## src/rtl/dual_id_pkg.sv

```systemverilog
package dual_id_pkg;
  localparam int BYTE_W  = 8;
  localparam int STRAP_W = 6;
  localparam int CNT_W   = $clog2(BYTE_W + 1);

  typedef enum logic [2:0] {
    ST_IDLE, ST_ADDR, ST_ADDR_ACK, ST_DATA, ST_DATA_ACK, ST_SKIP
  } dec_state_t;

  // Returns {memory hit, port hit} for an address byte against the strap.
  function automatic logic [1:0] id_match(input logic [BYTE_W-1:0] abyte,
                                          input logic [STRAP_W-1:0] strap);
    logic same;
    same = (abyte[BYTE_W-2:1] == strap);
    return {abyte[BYTE_W-1] & same, ~abyte[BYTE_W-1] & same};
  endfunction
endpackage

```

## src/rtl/line_spike_filter.sv

```systemverilog
module line_spike_filter #(
  parameter int   FILT_LEN = 3,
  parameter logic RST_VAL  = 1'b1
) (
  input  logic clk,
  input  logic rst_n,
  input  logic raw_in,
  output logic clean_out
);
  localparam int CW = $clog2(FILT_LEN + 1);
  localparam logic [CW-1:0] LAST = CW'(FILT_LEN - 1);

  logic [CW-1:0] run_cnt;

  always_ff @(posedge clk or negedge rst_n) begin
    if (!rst_n) begin
      clean_out <= RST_VAL;
      run_cnt   <= '0;
    end else if (raw_in == clean_out) begin
      run_cnt <= '0;
    end else if (run_cnt == LAST) begin
      clean_out <= raw_in;
      run_cnt   <= '0;
    end else begin
      run_cnt <= run_cnt + 1'b1;
    end
  end
endmodule

```

## src/rtl/bus_cond_detect.sv

```systemverilog
module bus_cond_detect (
  input  logic clk,
  input  logic rst_n,
  input  logic scl_f,
  input  logic sda_f,
  output logic start_det,
  output logic stop_det,
  output logic scl_rise,
  output logic scl_fall
);
  logic scl_q, sda_q;

  always_ff @(posedge clk or negedge rst_n) begin
    if (!rst_n) begin
      scl_q <= 1'b1;
      sda_q <= 1'b1;
    end else begin
      scl_q <= scl_f;
      sda_q <= sda_f;
    end
  end

  assign start_det = scl_q & scl_f & sda_q & ~sda_f;
  assign stop_det  = scl_q & scl_f & ~sda_q & sda_f;
  assign scl_rise  = ~scl_q & scl_f;
  assign scl_fall  = scl_q & ~scl_f;
endmodule

```

## src/rtl/addr_byte_fsm.sv

```systemverilog
module addr_byte_fsm
  import dual_id_pkg::*;
(
  input  logic               clk,
  input  logic               rst_n,
  input  logic               scl_rise,
  input  logic               scl_fall,
  input  logic               sda_f,
  input  logic               start_det,
  input  logic               stop_det,
  input  logic [STRAP_W-1:0] strap_addr,
  input  logic               mem_busy,
  output logic               ack_drive,
  output logic               port_sel,
  output logic               mem_sel,
  output logic               rd_nwr,
  output logic               port_stb,
  output logic               mem_stb,
  output logic [BYTE_W-1:0]  rx_byte
);
  localparam logic [CNT_W-1:0] FULL = CNT_W'(BYTE_W);
  localparam logic [CNT_W-1:0] LAST = CNT_W'(BYTE_W - 1);

  dec_state_t        state;
  logic [CNT_W-1:0]  bit_cnt;
  logic [BYTE_W-1:0] shreg;
  logic [1:0]        hit;
  logic              take_port, take_mem, byte_full;

  assign hit       = id_match(shreg, strap_addr);
  assign take_port = hit[0];
  assign take_mem  = hit[1] & ~mem_busy;
  assign byte_full = (bit_cnt == FULL);

  always_ff @(posedge clk or negedge rst_n) begin
    if (!rst_n) begin
      state     <= ST_IDLE;
      bit_cnt   <= '0;
      shreg     <= '0;
      ack_drive <= 1'b0;
      port_sel  <= 1'b0;
      mem_sel   <= 1'b0;
      rd_nwr    <= 1'b0;
      port_stb  <= 1'b0;
      mem_stb   <= 1'b0;
      rx_byte   <= '0;
    end else begin
      port_stb <= 1'b0;
      mem_stb  <= 1'b0;
      if (start_det || stop_det) begin
        state     <= start_det ? ST_ADDR : ST_IDLE;
        bit_cnt   <= '0;
        ack_drive <= 1'b0;
        port_sel  <= 1'b0;
        mem_sel   <= 1'b0;
        rd_nwr    <= 1'b0;
      end else begin
        unique case (state)
          ST_ADDR: begin
            if (scl_rise && !byte_full) begin
              shreg   <= {shreg[BYTE_W-2:0], sda_f};
              bit_cnt <= bit_cnt + 1'b1;
            end else if (scl_fall && byte_full) begin
              if (take_port || take_mem) begin
                port_sel  <= take_port;
                mem_sel   <= take_mem;
                rd_nwr    <= shreg[0];
                ack_drive <= 1'b1;
                state     <= ST_ADDR_ACK;
              end else begin
                state <= ST_SKIP;
              end
            end
          end
          ST_ADDR_ACK, ST_DATA_ACK: begin
            if (scl_fall) begin
              ack_drive <= 1'b0;
              bit_cnt   <= '0;
              state     <= ST_DATA;
            end
          end
          ST_DATA: begin
            if (scl_rise && !byte_full) begin
              shreg   <= {shreg[BYTE_W-2:0], sda_f};
              bit_cnt <= bit_cnt + 1'b1;
              if (bit_cnt == LAST && !rd_nwr) begin
                rx_byte  <= {shreg[BYTE_W-2:0], sda_f};
                port_stb <= port_sel;
                mem_stb  <= mem_sel;
              end
            end else if (scl_fall && byte_full) begin
              ack_drive <= ~rd_nwr;
              state     <= ST_DATA_ACK;
            end
          end
          default: ;
        endcase
      end
    end
  end
endmodule

```

## src/rtl/dual_id_addr_decoder.sv

```systemverilog
module dual_id_addr_decoder
  import dual_id_pkg::*;
#(
  parameter int FILT_LEN = 3
) (
  input  logic               clk,
  input  logic               rst_n,
  input  logic               scl_in,
  input  logic               sda_in,
  input  logic [STRAP_W-1:0] strap_addr,
  input  logic               mem_busy,
  output logic               ack_drive,
  output logic               port_sel,
  output logic               mem_sel,
  output logic               rd_nwr,
  output logic               port_stb,
  output logic               mem_stb,
  output logic [BYTE_W-1:0]  rx_byte
);
  localparam int NLINES = 2;

  logic [NLINES-1:0] raw_lines, clean_lines;
  logic scl_f, sda_f, start_det, stop_det, scl_rise, scl_fall;

  assign raw_lines = {sda_in, scl_in};

  for (genvar g = 0; g < NLINES; g++) begin : g_filt
    line_spike_filter #(.FILT_LEN(FILT_LEN), .RST_VAL(1'b1)) u_filt (
      .clk       (clk),
      .rst_n     (rst_n),
      .raw_in    (raw_lines[g]),
      .clean_out (clean_lines[g])
    );
  end

  assign scl_f = clean_lines[0];
  assign sda_f = clean_lines[1];

  bus_cond_detect u_cond (
    .clk       (clk),
    .rst_n     (rst_n),
    .scl_f     (scl_f),
    .sda_f     (sda_f),
    .start_det (start_det),
    .stop_det  (stop_det),
    .scl_rise  (scl_rise),
    .scl_fall  (scl_fall)
  );

  addr_byte_fsm u_fsm (
    .clk        (clk),
    .rst_n      (rst_n),
    .scl_rise   (scl_rise),
    .scl_fall   (scl_fall),
    .sda_f      (sda_f),
    .start_det  (start_det),
    .stop_det   (stop_det),
    .strap_addr (strap_addr),
    .mem_busy   (mem_busy),
    .ack_drive  (ack_drive),
    .port_sel   (port_sel),
    .mem_sel    (mem_sel),
    .rd_nwr     (rd_nwr),
    .port_stb   (port_stb),
    .mem_stb    (mem_stb),
    .rx_byte    (rx_byte)
  );
endmodule

```

## config.mk

```make
export PLATFORM = sky130hd
export DESIGN_NAME = dual_id_addr_decoder
export DESIGN_NICKNAME = d
export VERILOG_FILES = /design/src/rtl/dual_id_pkg.sv /design/src/rtl/line_spike_filter.sv /design/src/rtl/bus_cond_detect.sv /design/src/rtl/addr_byte_fsm.sv /design/src/rtl/dual_id_addr_decoder.sv
export SDC_FILE = /design/constraint.sdc
export NUM_CORES = 1
export LEC_CHECK = 0
export BUFFER_PORTS_ARGS = -buffer_cell sky130_fd_sc_hd__buf_4
export CORE_UTILIZATION = 52
export CTS_CLUSTER_SIZE = 30
export DETAILED_ROUTE_END_ITERATION = 8
export PLACE_DENSITY_LB_ADDON = 0.2
export SLEW_MARGIN = 40
export SYNTH_ARGS = -nofsm -noshare
export SYNTH_HDL_FRONTEND = slang
export SYNTH_SLANG_ARGS = --single-unit
```

## constraint.sdc

```tcl
create_clock -name clk -period 2.55 [get_ports clk]
set_input_delay 0.255 -clock clk [delete_from_list [all_inputs] [get_ports clk]]
set_output_delay 0.255 -clock clk [all_outputs]
set_load 0.005 [all_outputs]
```

==> results.py <==
metrics = {
    "synth": {
        "synth_top_area_share_pct": 47.3,
        "synth_compound_area_share_pct": 9.38,
        "synth_top_area_cell": "dfrtp_1",
        "synthArstFlopShare_pct": 100,
        "synthesis.area_um2": 1750,
        "synth_seq_cells": 37,
        "ys_seq_area_share_pct": 53.3,
        "synth_edf_count": 0,
        "synthCells": 168,
        "ys_warn_count": 0,
        "syn_nets": 181,
        "syn_avg_cell_area_um2": 10.4,
        "ys_top_cells_by_count": "dfrtp_1, nand2_1, mux2_2",
        "yosys.area_share.simple_pct": 22.4,
        "muxShareOfSynthArea_pct": 6.45,
        "synth_fa_ha_area_share_pct": 1.43,
        "synthTopCellsByArea": "dfrtp_1, mux2_2, dfstp_2, nand2_1, xor2_1",
        "synth_ff_type": "dfrtp_1",
        "synth_top_family_by_area": "simple AND/OR/NAND/NOR gates",
        "synthXorXnorAreaFrac_pct": 5.01,
        "yosys.cell_types.count": 39,
        "yosysMostFrequentCell": "dfrtp_1",
    },
    "power_and_ir_drop": {
        "power_density_nw_per_um2": 783,
        "clkPwrFrac_pct": 18.4,
        "combPwrFrac_pct": 27.6,
        "power_mw": 1.60,
        "seq_power_share_pct": 54.0,
        "swShare_pct": 35.9,
        "power.switching_uw": 576,
        "vdd_drop_max_mv": 0.530,
        "p_leak_nw": 0.991,
        "cellInternalPower_mw": 1.03,
    },
    "clock_network": {
        "htreeDepth": 2,
        "cts_tree": "yes",
        "ctsResizeCount": 0,
        "clkTransAtPathRegs_ns": 0.11,
        "root_buffer": "clkbuf_4",
        "cts.path.max_buffers": 2,
        "clock_latency_ns": 0.34,
        "numCtsBuffers": 5,
        "cts.sinks": 37,
    },
    "final_layout": {
        "nets": 212,
        "fin_util_pct": 65.4,
        "syn2layout_area_growth_pct": 17.2,
        "fill_cells": 269,
        "antenna-diode-count": 0,
        "fin_cells": 244,
        "fin_area_um2": 2050,
        "final_layout_size_suffix_gt1_share_pct": 25.0,
    },
    "worst_setup_path": {
        "crit_family": "simple AND/OR/NAND/NOR gates",
        "worstSetupStartpointType": "register",
        "crit_chain": "inv_1 > ha_1 > nand3b_1 > or3_1 > or4_1 > o211a_1",
        "crit_path_end_kind": "register",
        "slowest_stage": "or4_1",
        "worstReg2RegStart": "u_fsm.bit_cnt[0]",
        "crit_type": "register to register",
        "slowest_delay_ns": 0.52,
        "worst-path-max-fanout": 7,
        "worstPathArrival_ns": 2.30,
        "crit_start": "u_fsm.bit_cnt[0]",
        "critPathBufInv": 1,
        "critical_path_required_ns": 2.79,
    },
    "timing": {
        "tns_ns": 0,
        "period_needed_ns": 2.07,
        "slew_viol_final": 0,
        "setup_violations": 0,
        "relSlewSlack_pct": 65.3,
        "rsz0062_at_grt": "false",
        "clock_skew_ns": 0.00685,
        "report.final.hold_viol_count": 0,
        "fin_crit_sh_pct": 81.0,
        "worstMarginPinSlew_ns": 0.519,
        "fmax_ghz": 0.484,
    },
    "routing": {
        "routedWlPerCell_um": 14.6,
        "viasPerCell": 5.54,
        "vias": 1352,
        "drc": 0,
        "firstDrtPassIters": 4,
        "drtIter0Drc": 71,
        "route.final.wire_length_mm": 3.57,
        "ant_nets": 0,
    },
    "run": {
        "drv_cap": 0,
    },
    "global_route": {
        "grt_pass1_wl_mm": 6.00,
        "antenna_found_initial": 0,
        "grt_max_degree": 38,
        "grt_overflow_total": 0,
        "grt_usage_pct": 23.1,
        "first_global_vias": 1339,
    },
    "floorplan": {
        "core_area_um2": 3130,
        "die_h_um": 60.0,
        "dieArea_um2": 3590,
        "io-pin-count": 25,
        "die_w_um": 60.0,
        "row_count": 20,
        "start_util_pct": 55.8,
    },
    "place": {
        "routabilityCongestion": 0.854,
        "hpwl_mm": 2.55,
        "dpl_cell_area_um2": 1990,
        "place_inst": 235,
        "port-buffer-count": 24,
    },
    "run_status": {
        "status": "complete, no violations",
    },
    "hold_path": {
        "worstHoldStart": "scl_in",
        "worst_hold_path_type": "input pin to register",
    },
}
-- state kept, by name (all words and copies together) (netlist names) --
signal and count:
u_cond.sda_q 1, u_fsm.bit_cnt 4, u_fsm.shreg 8, u_fsm.port_stb 1
u_fsm.mem_sel 1, u_cond.scl_q 1, g_filt.u_filt.run_cnt 4, u_fsm.mem_stb 1
u_fsm.rd_nwr 1, u_fsm.port_sel 1, u_fsm.ack_drive 1, u_fsm.state 3
g_filt.u_filt.clean_out 2, u_fsm.rx_byte 8
-- placed cells by master (no fill, tap or decap), types with 5 or more instances in the layout --
| master | instances |
|---|---|
| a21oi_1 | 6 |
| buf_4 | 27 |
| nor2_1 | 9 |
| clkbuf_4 | 5 |
| inv_1 | 5 |
| nand2_1 | 28 |
| xor2_1 | 6 |
| or3_1 | 5 |
| mux2_2 | 10 |
| nor3_1 | 8 |
| dfrtp_1 | 33 |
-- power by group through the flow --
stage / logic (mW) / clock network (mW) / registers, mW
2_1_floorplan: 0.352 / 0 / 0.813
3_3_place_gp: 0.421 / 0 / 0.865
3_5_place_dp: 0.440 / 0 / 0.872
4_1_cts: 0.445 / 0.300 / 0.860
5_1_grt: 0.498 / 0.321 / 0.886
6_report: 0.443 / 0.294 / 0.865
-- cell families after synthesis --
family          count (synthesis)
compound gates                 24
xor+xnor                       10
fa+ha+maj                       2
buf+inv                         9
flops                          37
mux                            10
simple gates                   76
-- what timing repair did --
item,CTS,global route
setup buffers,0,0
hold endpoints to repair,33,0
hold buffers,1,0
-- worst reg2reg max path, cell delays in order (launching register included) --
cell      delay (ns)
dfrtp_1         0.42
inv_1           0.08
ha_1            0.14
nand3b_1        0.19
or3_1           0.48
or4_1           0.52
o211a_1         0.14
-- path summary, 6_finish.rpt --
path                                         endpoint  slack [ns]  cells after the start
setup / recovery                        u_fsm.mem_sel        0.48                      6
hold / removal             g_filt[0].u_filt.clean_out        0.17                      2
setup reg to reg                        u_fsm.mem_sel        0.48                      6
hold reg to reg                          u_cond.scl_q        0.42                      0
max in group asynchronous                u_cond.scl_q        1.80                      2
min in group asynchronous              u_fsm.state[2]        0.39                      2
-- per-layer routing --
layer  up-vias  wire (um)  track usage, %
li1        658          -               -
met1       649       1630            28.8
met2        34       1700            36.5
met3        11        126            6.06
met4         0        110            12.3
met5         -          0               0
-- layout make-up --
cell class	instances	area [um2]	area share, %
clock buffers	8	48.8	2.38
flip-flops and latches	37	931	45.5
repair buffers	28	213	10.4
inverters	5	18.8	0.917
well taps	44	55.1	2.69
multi-input cells	122	781	38.1
-- stage by stage --
step           worst slack [ns]  hold WS (ns)
3_3_place_gp              0.564         0.232
5_1_grt                   0.378         0.156
4_1_cts                   0.482         0.164
2_1_floorplan             0.641       -0.0406
6_report                  0.484         0.172
3_5_place_dp              0.495         0.240
(Power assumes the default switching activity.)
